$ cat config.mk
export PLATFORM = sky130hd
export DESIGN_NAME = dac8_serial_ctrl
export DESIGN_NICKNAME = d
export VERILOG_FILES = /design/src/rtl/dac8_serial_ctrl.sv
export SDC_FILE = /design/constraint.sdc
export NUM_CORES = 1
export LEC_CHECK = 0
export BUFFER_PORTS_ARGS = -buffer_cell sky130_fd_sc_hd__buf_2
export CORE_ASPECT_RATIO = 1.75
export CORE_MARGIN = 5
export CORE_UTILIZATION = 30
export DETAILED_ROUTE_END_ITERATION = 10
export SKIP_CTS_REPAIR_TIMING = 1
export SLEW_MARGIN = 10
export SYNTH_ARGS = -nofsm -noshare
export SYNTH_HDL_FRONTEND = slang
export SYNTH_SLANG_ARGS = --single-unit
$ cat constraint.sdc
create_clock -name clk -period 13.1 [get_ports clk]
set_input_delay 3.275 -clock clk [delete_from_list [all_inputs] [get_ports clk]]
set_output_delay 3.275 -clock clk [all_outputs]
set_load 0.05 [all_outputs]
$ cat src/rtl/dac8_serial_ctrl.sv
`timescale 1ns/1ps
module dac8_serial_ctrl #(
  parameter int RES        = 16,
  parameter int SHORT_WAIT = 1250,
  parameter int LONG_WAIT  = 3000
) (
  input  logic             clk,
  input  logic             rst_n,
  input  logic             clr_n,
  input  logic             cs_ld,
  input  logic             sck,
  input  logic             sdi,
  output logic             sdo,
  output logic [8*RES-1:0] dac_code,
  output logic [7:0]       dac_off,
  output logic [7:0]       dac_ready
);
  localparam int NCH = 8;
  localparam int TW  = $clog2(LONG_WAIT + 1);
  localparam logic [TW-1:0] T_SHORT = TW'(SHORT_WAIT);
  localparam logic [TW-1:0] T_LONG  = TW'(LONG_WAIT);

  logic [2:0] sck_p, cs_p;
  logic [1:0] sdi_p;
  logic [31:0] sr;
  logic [4:0] nbits;
  logic sdo_q;

  always_ff @(posedge clk or negedge rst_n)
    if (!rst_n) begin
      sck_p <= 3'b000;
      cs_p  <= 3'b111;
      sdi_p <= 2'b00;
    end else begin
      sck_p <= {sck_p[1:0], sck};
      cs_p  <= {cs_p[1:0], cs_ld};
      sdi_p <= {sdi_p[0], sdi};
    end

  wire sck_rise = sck_p[1] & ~sck_p[2];
  wire sck_fall = ~sck_p[1] & sck_p[2];
  wire cs_s     = cs_p[1];
  wire exec     = cs_p[1] & ~cs_p[2] & (nbits == 5'd24);

  always_ff @(posedge clk or negedge rst_n)
    if (!rst_n) begin
      sr    <= '0;
      nbits <= '0;
      sdo_q <= 1'b0;
    end else begin
      if (cs_s) nbits <= '0;
      else if (sck_rise) begin
        sr    <= {sr[30:0], sdi_p[1]};
        nbits <= (nbits == 5'd24) ? nbits : nbits + 5'd1;
      end
      if (sck_fall) sdo_q <= sr[31];
    end

  assign sdo = sdo_q;

  wire [3:0]     cmd  = sr[23:20];
  wire [3:0]     adr  = sr[19:16];
  wire [RES-1:0] word = sr[15 -: RES];

  logic [NCH-1:0] sel;
  always_comb begin
    sel = '0;
    if (&adr) sel = '1;
    else if (!adr[3]) sel[adr[2:0]] = 1'b1;
  end

  wire go = exec & (~adr[3] | (&adr));
  wire [NCH-1:0] wr_m = (go && (cmd == 4'h0 || cmd == 4'h2 || cmd == 4'h3)) ? sel : '0;
  wire [NCH-1:0] up_m = !go ? '0 :
                        (cmd == 4'h2) ? '1 :
                        (cmd == 4'h1 || cmd == 4'h3) ? sel : '0;
  wire [NCH-1:0] dn_m = (go && cmd == 4'h4) ? sel : '0;
  wire all_down = &dac_off;
  wire clr_all  = rst_n & clr_n;

  for (genvar i = 0; i < NCH; i++) begin : g_ch
    logic [RES-1:0] in_r, act_r;
    logic [TW-1:0]  tmr;
    logic           pd_q;

    always_ff @(posedge clk or negedge clr_all)
      if (!clr_all) begin
        in_r  <= '0;
        act_r <= '0;
      end else begin
        if (wr_m[i]) in_r <= word;
        if (up_m[i]) act_r <= wr_m[i] ? word : in_r;
      end

    always_ff @(posedge clk or negedge rst_n)
      if (!rst_n) begin
        pd_q <= 1'b0;
        tmr  <= '0;
      end else begin
        if (up_m[i]) pd_q <= 1'b0;
        else if (dn_m[i]) pd_q <= 1'b1;
        if (up_m[i] && pd_q) tmr <= all_down ? T_LONG : T_SHORT;
        else if (tmr != '0) tmr <= tmr - 1'b1;
      end

    assign dac_code[i*RES +: RES] = act_r;
    assign dac_off[i]   = pd_q;
    assign dac_ready[i] = ~pd_q & (tmr == '0);
  end
endmodule

* Word level (Yosys, flattened, before mapping) *
Index checks and enable logic that the tools add are counted.

storage, ports and cells
  register bits = 406
  word-level logic and storage cells = 188
  bits of input ports = 6
  output and inout bits = 145

operators by class
  magnitude comparators = 2
  add/sub/neg operators = 9
  equality and inequality tests = 6
  reductions and logical operators = 52
  bitwise gates (word level) = 28
  mux-type cells = 53

operators by type and width
  cell                     count
  $mux W12                 17
  $mux W16                 8
  $logic_not A12 Y1        8
  $reduce_bool A12 Y1      8
  $sub A12 B1 Y12 const B  8
  $mux W8                  7
  $reduce_bool A2 Y1       17
  $mux W1                  17
  $mux W5                  3
  $and A1 B1 Y1            14
  $not A1 Y1               13
  $logic_and A1 B1 Y1      11
  $eq A4 B2 Y1 const B     2
  $reduce_and A8 Y1        1
  $add A5 B1 Y5 const B    1
  $eq A5 B5 Y1 const B     1
  $eq A4 B1 Y1 const B     1
  $eq A4 B3 Y1 const B     1
  $logic_not A4 Y1         1
  $lt A3 B4 Y1 const B     1
  $reduce_and A2 Y1        2
  $reduce_and A4 Y1        1
  $demux W1 S3             1
  $ge A3 B1 Y1 const B     1
  other kinds (3)          5

* Depth between registers and ports, before layout *
Gate-level depths: netlist (run 1).

  word-level depth = 11
  depth in mapped cells = 9
  depth with buffers taken out = 7

* Least setup slack after synthesis (run 1) *
Ideal clock, no wire load.

  kind = register to output
  start point = register g_ch[7].tmr[4]
  end point = output port dac_ready[7]
  cell stages (with the launch flop) = 4
  data arrival time = 2.633 ns
  data required time = 9.825 ns
  path buffers = 0
  setup slack = 7.192 ns
  cells stage by stage = dfrtp_1 nor4_1 nand3b_1 nor4b_1

on the way
  cells in the longest elaborated chain, start to end = 2

ends and longest elaborated chain
  what                      RTL line  text
  start: declaration        83        logic [TW-1:0] tmr;
  start signal: assignment  102       if (up_m[i] && pd_q) tmr <= all_down ? T_LONG : T_SHORT;
  start signal: assignment  103       else if (tmr != '0) tmr <= tmr - 1'b1;
  $logic_not A12 Y1         108       assign dac_ready[i] = ~pd_q & (tmr == '0);
  $and A1 B1 Y1             108
  end: declaration          16        output logic [7:0] dac_ready

Every way passes these cells.

* Final worst setup path (run 1) *
  start point = register g_ch[6].tmr[4]
  end point = output port dac_ready[6]

on the way
  cells in the longest elaborated chain, start to end = 2

ends and longest elaborated chain
  what                      RTL line
  start: declaration        83
  start signal: assignment  102
  start signal: assignment  103
  $logic_not A12 Y1         108
  $and A1 B1 Y1             108

Every way passes these cells.

==> impl_metrics.yaml, run 1 <==
route:
  drt_iter0_drc: 385
  vias: 10663
  drc: 0
  dr.pass1.iters: 4
  ant_nets: 0
  wire_per_inst_um: 18.7
  wl_um: 42000
  viasPerCell: 4.74
critical_path:
  critical_path_required_ns: 9.82
  crit_fanout: 7
  worst_r2r_path_depth: 5
  r2r_slack_ns: 9.71
  critical_path_arrival_ns: 2.64
  cp_slowest_stage_delay_ns: 0.78
  worstPathCellList: "nor4_1 -> nand3_1 -> nor2_1 -> buf_2"
  worstSetupStartpointType: "register"
  r2r-start: "sr[17]$_DFFE_PN0P_"
  critical_path.slowest_cell: "nor4_1"
  worstReg2RegEnd: "g_ch[6].act_r[11]$_DFFE_PN0N_"
  critical_path_class: "register to primary output"
  end_kind: "primary output"
die:
  rows: 116
  die_h_um: 329
  die_area_um2: 63100
  die_w_um: 192
  start_util: 0.303
  ioPinCount: 151
  coreArea_um2: 57300
grt:
  antenna_found_initial: 0
  grtUsageMet1: 0.154
  grt_pass1_wl_um: 67700
  met2_usage: 0.253
  grt_util_all_layers: 0.135
  overflow: 0
  met3_usage: 0.0212
  grt_pass1_vias: 11650
  grt_max_degree: 78
  grt.busiest_layer: "met2"
sta:
  worst_pin_slew_ns: 1.14
  fmax_mhz: 169
  slew_violations: 0
  hold_violations: 0
  finalCritPeriodShare: 0.452
  clock_skew_ns: 0.0123
  setup_viol_count_final: 0
  max-slew-margin-rel: 0.241
  fin_tns_setup_ns: 0
  rsz0062_at_grt: "no"
  fin_crit_ns: 5.92
worst_hold_path:
  min_path_cells: 0
  min_from: "cs_p[0]$_DFF_PN1_"
  holdCritPathClass: "register to register"
  min_to: "cs_p[1]$_DFF_PN1_"
synth:
  synth-edff-count: 0
  ys_warn_count: 0
  synthDistinctLibCells: 60
  syn_nets: 1340
  synth_area_per_cell_um2: 13.2
  synth_area_leader_cell: "dfrtp_1"
  synth.most_common_cell: "dfrtp_1"
  yosys.area.top_type_share: 0.580
  synthTopCellsByArea: "dfrtp_1, mux2_2, mux2_4"
  postSynthCellCount: 1316
  synthFlopType: "dfrtp_1"
  netlist_area_um2: 17400
  synthTopCellsByCount: "dfrtp_1, mux2_2, nand2_1"
  synth_seq_cells: 406
  yosysSeqAreaShare: 0.584
  async_flop_share: 1.00
finish:
  nets: 1479
  num_antenna_cells: 0
  area_growth_pct: 15.5
  fillers: 5582
  regArea_um2: 10200
  fin_cells: 2248
  multi_input_area_um2: 6760
  drive_above_1_share: 0.361
power:
  pwr_density_cell_nw_per_um2: 125
  p_leak_nw: 10.4
  vdd_drop_max_v: 0.0000980
clock_network:
  cts_sinks: 406
  clk_pin_slew_worst_paths_ns: 0.07
  cts_tree: "built"
  numCtsBuffers: 38
  clockBufferDepth: 3
  clkLatencyLatePin_ns: 0.54
  cts_htree_levels: 2
  clock-root-buffer: "clkbuf_16"
outcome:
  status: "completed"
placement:
  dp_hpwl_um: 30000
  placedCellCount: 2182
  io_buffers: 150
  gp_congestion: 0.814
job:
  drv_cap: 0
-- flip-flops by register name (all words and copies together) (netlist names) --
signal	cells
sr	32
sdo	1
nbits	5
g_ch.tmr	96
sck_p	3
g_ch.act_r	128
g_ch.pd_q	8
cs_p	3
g_ch.in_r	128
sdi_p	2
-- stage by stage --
stage / hold slack [ns] / cell area, µm² / util / setup slack, ns / total power, mW
2_1_floorplan: 0.331 / 17400 / - / 1.53 / 1.34
3_3_place_gp: 0.341 / 18800 / 0.328 / 6.97 / 1.40
3_5_place_dp: 0.336 / 18800 / 0.328 / 6.89 / 1.40
4_1_cts: 0.360 / 20100 / 0.350 / 7.15 / 2.56
5_1_grt: 0.361 / 20100 / 0.350 / 6.84 / 2.61
6_report: 0.358 / 20100 / 0.350 / 7.18 / 2.52
-- power breakdown --
part	switching, mW	internal (mW)
logic	0.0301	0.0147
registers	0.0603	1.27
clock network	0.489	0.658
total	0.579	1.94
-- kinds of logic after synthesis --
| family | after synthesis | share of synthesized area |
|---|---|---|
| DFF | 406 | 0.584 |
| muxes | 290 | 0.194 |
| buffers and inverters | 86 | 0.0273 |
| xor gates and xnor gates | 75 | 0.0378 |
| AOI/OAI and AO/OA | 127 | 0.0442 |
| and+or+nand+nor | 314 | 0.0992 |
| adders and majority gates | 18 | 0.0129 |
-- critical path: cells and delay by family, from the launching register on --
family / cells / cell delay (ns)
simple gates: 3 / 1.40
buf+inv: 1 / 0.29
flops: 1 / 0.42
-- layout by cell type (no fill, tap or decap), types with 5 or more instances in the layout --
cell type  Yosys  layout
o22ai_1        7       7
nor4_1        16      16
dfrtp_1      403     403
a21boi_0       7       7
nor2b_1        8       7
ha_1          18      18
nor3b_1        7       7
clkbuf_1      16       5
clkinv_2       0       6
and3_1        13      13
nand2_1       79      79
a21oi_1       28      28
mux2_2       256     256
o211ai_1       9       9
clkbuf_16      0      39
nand2b_1      11      11
clkbuf_8       0       5
nor4b_1        7       7
and2_1         6       5
inv_1         23      23
nand3_4        6       6
nor2_1        62      61
xor2_1        34      34
xnor2_1       41      41
nand4_1       10      10
nand3_1       22      22
nand3b_1       8       8
mux2_4        31      31
nor3_1        30      30
o21ai_0       56      56
or3_1          7       7
buf_2          8     149
buf_4         18      11
-- how the worst max path moves through the flow --
stage                     slack, ns  cells after the start                       start                            to
after floorplan                1.53                      1                       clr_n  g_ch[0].act_r[0]$_DFFE_PN0N_
after global routing           6.84                      4  g_ch[6].tmr[4]$_DFFE_PN0P_                  dac_ready[6]
final                          7.18                      4  g_ch[6].tmr[4]$_DFFE_PN0P_                  dac_ready[6]
after CTS                      7.15                      4  g_ch[3].tmr[5]$_DFFE_PN0P_                  dac_ready[3]
after global placement         6.97                      4                       rst_n     g_ch[1].in_r[6]$_DFF_PN0_
after detailed placement       6.89                      4                       rst_n  g_ch[0].act_r[6]$_DFFE_PN0N_
-- per-layer routing --
| layer | part of all wire | vias up |
|---|---|---|
| li1 | - | 4890 |
| met1 | 0.39 | 5495 |
| met2 | 0.54 | 208 |
| met3 | 0.039 | 70 |
| met4 | 0.033 | 0 |
| met5 | 0 | - |
-- final cells by class --
cell class | count | area share
Clock inverter | 17 | 0.0105
Clock buffer | 49 | 0.0529
Sequential cell | 406 | 0.506
Timing Repair Buffer | 161 | 0.0418
Inverter | 24 | 0.00448
Multi-Input combinational cell | 824 | 0.337
Tap cell | 767 | 0.0478
No activity file was read; power rests on OpenSTA's default activity.
==> run 2: changes to the inputs <==
==> constraint.sdc (replaced) <==
create_clock -name clk -period 5.1 [get_ports clk]
set_input_delay 1.275 -clock clk [delete_from_list [all_inputs] [get_ports clk]]
set_output_delay 1.275 -clock clk [all_outputs]
set_load 0.05 [all_outputs]
==> run 2 against run 1 <==
  * Count of clock-buffer cells in the layout increased by 2
  * Cell count shrank 0.13%
  * Combinational power grew to 2.7 times the previous value
  * Register-to-register slack got worse by 7.9 ns
  * First-iteration DRC count down 0.52%
  * Design area increased by 0.21%
  * Sequential power grew to 2.6 times the previous value
  * Setup slack worse by 6.0 ns
  * Total power grew to 2.6 times the previous value
  * Sequential share of layout area shrank 0.10 points
  * Clock power rose to 2.6 times the previous value
  * Flip-flop and latch count unchanged
  * Largest cell class unchanged
==> impl_metrics.yaml, run 2 (same netlist as run 1, synthesis figures left out) <==
outcome:
  status: "completed"
placement:
  dp_hpwl_um: 30300
  gp_congestion: 0.795
  placedCellCount: 2181
  io_buffers: 150
  placed_area_um2: 18800
  dp_slack_ns: 1.78
sta:
  hold_slack_ns: 0.390
  fmax_mhz: 257
  setup_viol_count_final: 0
  worst_pin_slew_ns: 1.22
  rsz0062_at_grt: "no"
  clock_skew_ns: 0.0223
  slew_violations: 0
  fin_tns_setup_ns: 0
  fin_crit_ns: 3.89
  setup_ws_ns: 1.21
  finalCritPeriodShare: 0.764
  hold_violations: 0
  max-slew-margin-rel: 0.188
grt:
  grt_max_degree: 68
  grt_pass1_wl_um: 67200
  overflow: 0
  antenna_found_initial: 0
  grt_util_all_layers: 0.135
  grt_pass1_vias: 11682
route:
  dr.pass1.iters: 4
  wl_um: 42400
  wire_per_inst_um: 18.9
  drt_iter0_drc: 383
  viasPerCell: 4.74
  ant_nets: 0
  drc: 0
  vias: 10649
clock_network:
  cts_htree_levels: 2
  cts_tree: "built"
  clock-root-buffer: "clkbuf_16"
  cts_sinks: 406
  clkLatencyLatePin_ns: 0.53
  numCtsBuffers: 37
  clk_pin_slew_worst_paths_ns: 0.06
  clockBufferDepth: 3
critical_path:
  crit_fanout: 7
  cp_slowest_stage_delay_ns: 0.79
  worstPathCellList: "nor4_1 -> nand3_1 -> nor2_1 -> buf_2"
  critical_path_arrival_ns: 2.62
  critical_path.slowest_cell: "nor4_1"
  critical_path_class: "register to primary output"
  r2r_slack_ns: 1.80
  critical_path_required_ns: 3.83
  r2r-start: "sr[17]$_DFFE_PN0P_"
  worstSetupStartpointType: "register"
  worst_r2r_path_depth: 5
  end_kind: "primary output"
  worstReg2RegEnd: "g_ch[6].tmr[1]$_DFFE_PN0P_"
finish:
  fin_area_um2: 20100
  num_antenna_cells: 0
  final_cell_mix: "dfrtp_1, mux2_2, buf_2"
  area_growth_pct: 15.7
  nets: 1477
  final_util: 0.351
  largestRegisters: "g_ch.act_r: 128 flops, g_ch.in_r: 128 flops, g_ch.tmr: 96 flops"
  drive_above_1_share: 0.361
  final_common_cell: "dfrtp_1"
  fin_cells: 2245
power:
  pwr-share-comb: 0.018
  power.switching_mw: 1.47
  pwr_density_cell_nw_per_um2: 322
  switching_share: 0.226
  p_leak_nw: 10.4
  vdd_drop_max_v: 0.000294
  p_seq_frac: 0.526
  power.total_mw: 6.49
  clockPowerShare: 0.456
  p_int_mw: 5.02
die:
  rows: 116
  die_area_um2: 63100
  die_h_um: 329
  start_util: 0.303
  die_w_um: 192
  ioPinCount: 151
  coreArea_um2: 57300
job:
  drv_cap: 0
worst_hold_path:
  min_from: "sck_p[1]$_DFF_PN0_"
  min_to: "sck_p[2]$_DFF_PN0_"
  holdCritPathClass: "register to register"
  min_path_cells: 0
[run 2: changes by cell type in the layout (fill, tap and decap cells not counted)]
cell | previous run | this run
buf_12 | 0 | 3
buf_4 | 11 | 7
clkbuf_1 | 5 | 3
clkbuf_8 | 5 | 9
clkinvlp_4 | 2 | 1
inv_6 | 3 | 1
inv_8 | 1 | 0
[run 2: area by class of cell]
class                      count  area (µm²)
fill                        5614       37200
sequential                   406       10200
multi-input combinational    824        6760
clock buffer                  51        1110
tap                          767         960
timing repair buffer         160         870
clock inverter                13         175
inverter                      24        90.1
[run 2: metal layers]
layer  GRT usage  up-vias  wire [µm]
li1            -     4894          -
met1       0.148     5458      16100
met2       0.251      217      22700
met3      0.0267       80       1980
met4      0.0562        0       1680
met5           0        -          0
[run 2: critical path, delay by kind of cell, from the launching register on]
| family | cells | cell delay (ns) |
|---|---|---|
| buffers and inverters | 1 | 0.29 |
| DFF | 1 | 0.42 |
| and+or+nand+nor | 3 | 1.37 |
[run 2: how the worst max path moves through the flow]
stage | from | endpoint | slack (ns) | cells after the start
2_1_floorplan | g_ch[7].tmr[4]$_DFFE_PN0P_ | dac_ready[7] | 1.19 | 3
3_3_place_gp | g_ch[3].tmr[5]$_DFFE_PN0P_ | dac_ready[3] | 1.84 | 4
3_5_place_dp | nbits[0]$_DFFE_PN0P_ | g_ch[6].act_r[1]$_DFFE_PN0N_ | 1.78 | 7
4_1_cts | g_ch[3].tmr[5]$_DFFE_PN0P_ | dac_ready[3] | 1.22 | 4
5_1_grt | g_ch[6].tmr[4]$_DFFE_PN0P_ | dac_ready[6] | 1.00 | 4
6_report | g_ch[6].tmr[4]$_DFFE_PN0P_ | dac_ready[6] | 1.21 | 4
[run 2: power groups by stage]
| stage | Combinational, mW | Sequential (mW) | Clock, mW |
|---|---|---|---|
| final | 0.120 | 3.41 | 2.96 |
| after global routing | 0.141 | 3.42 | 3.17 |
| after CTS | 0.127 | 3.43 | 3.06 |
| after detailed placement | 0.127 | 3.49 | 0 |
| after global placement | 0.123 | 3.49 | 0 |
| after floorplan | 0.131 | 3.32 | 0 |
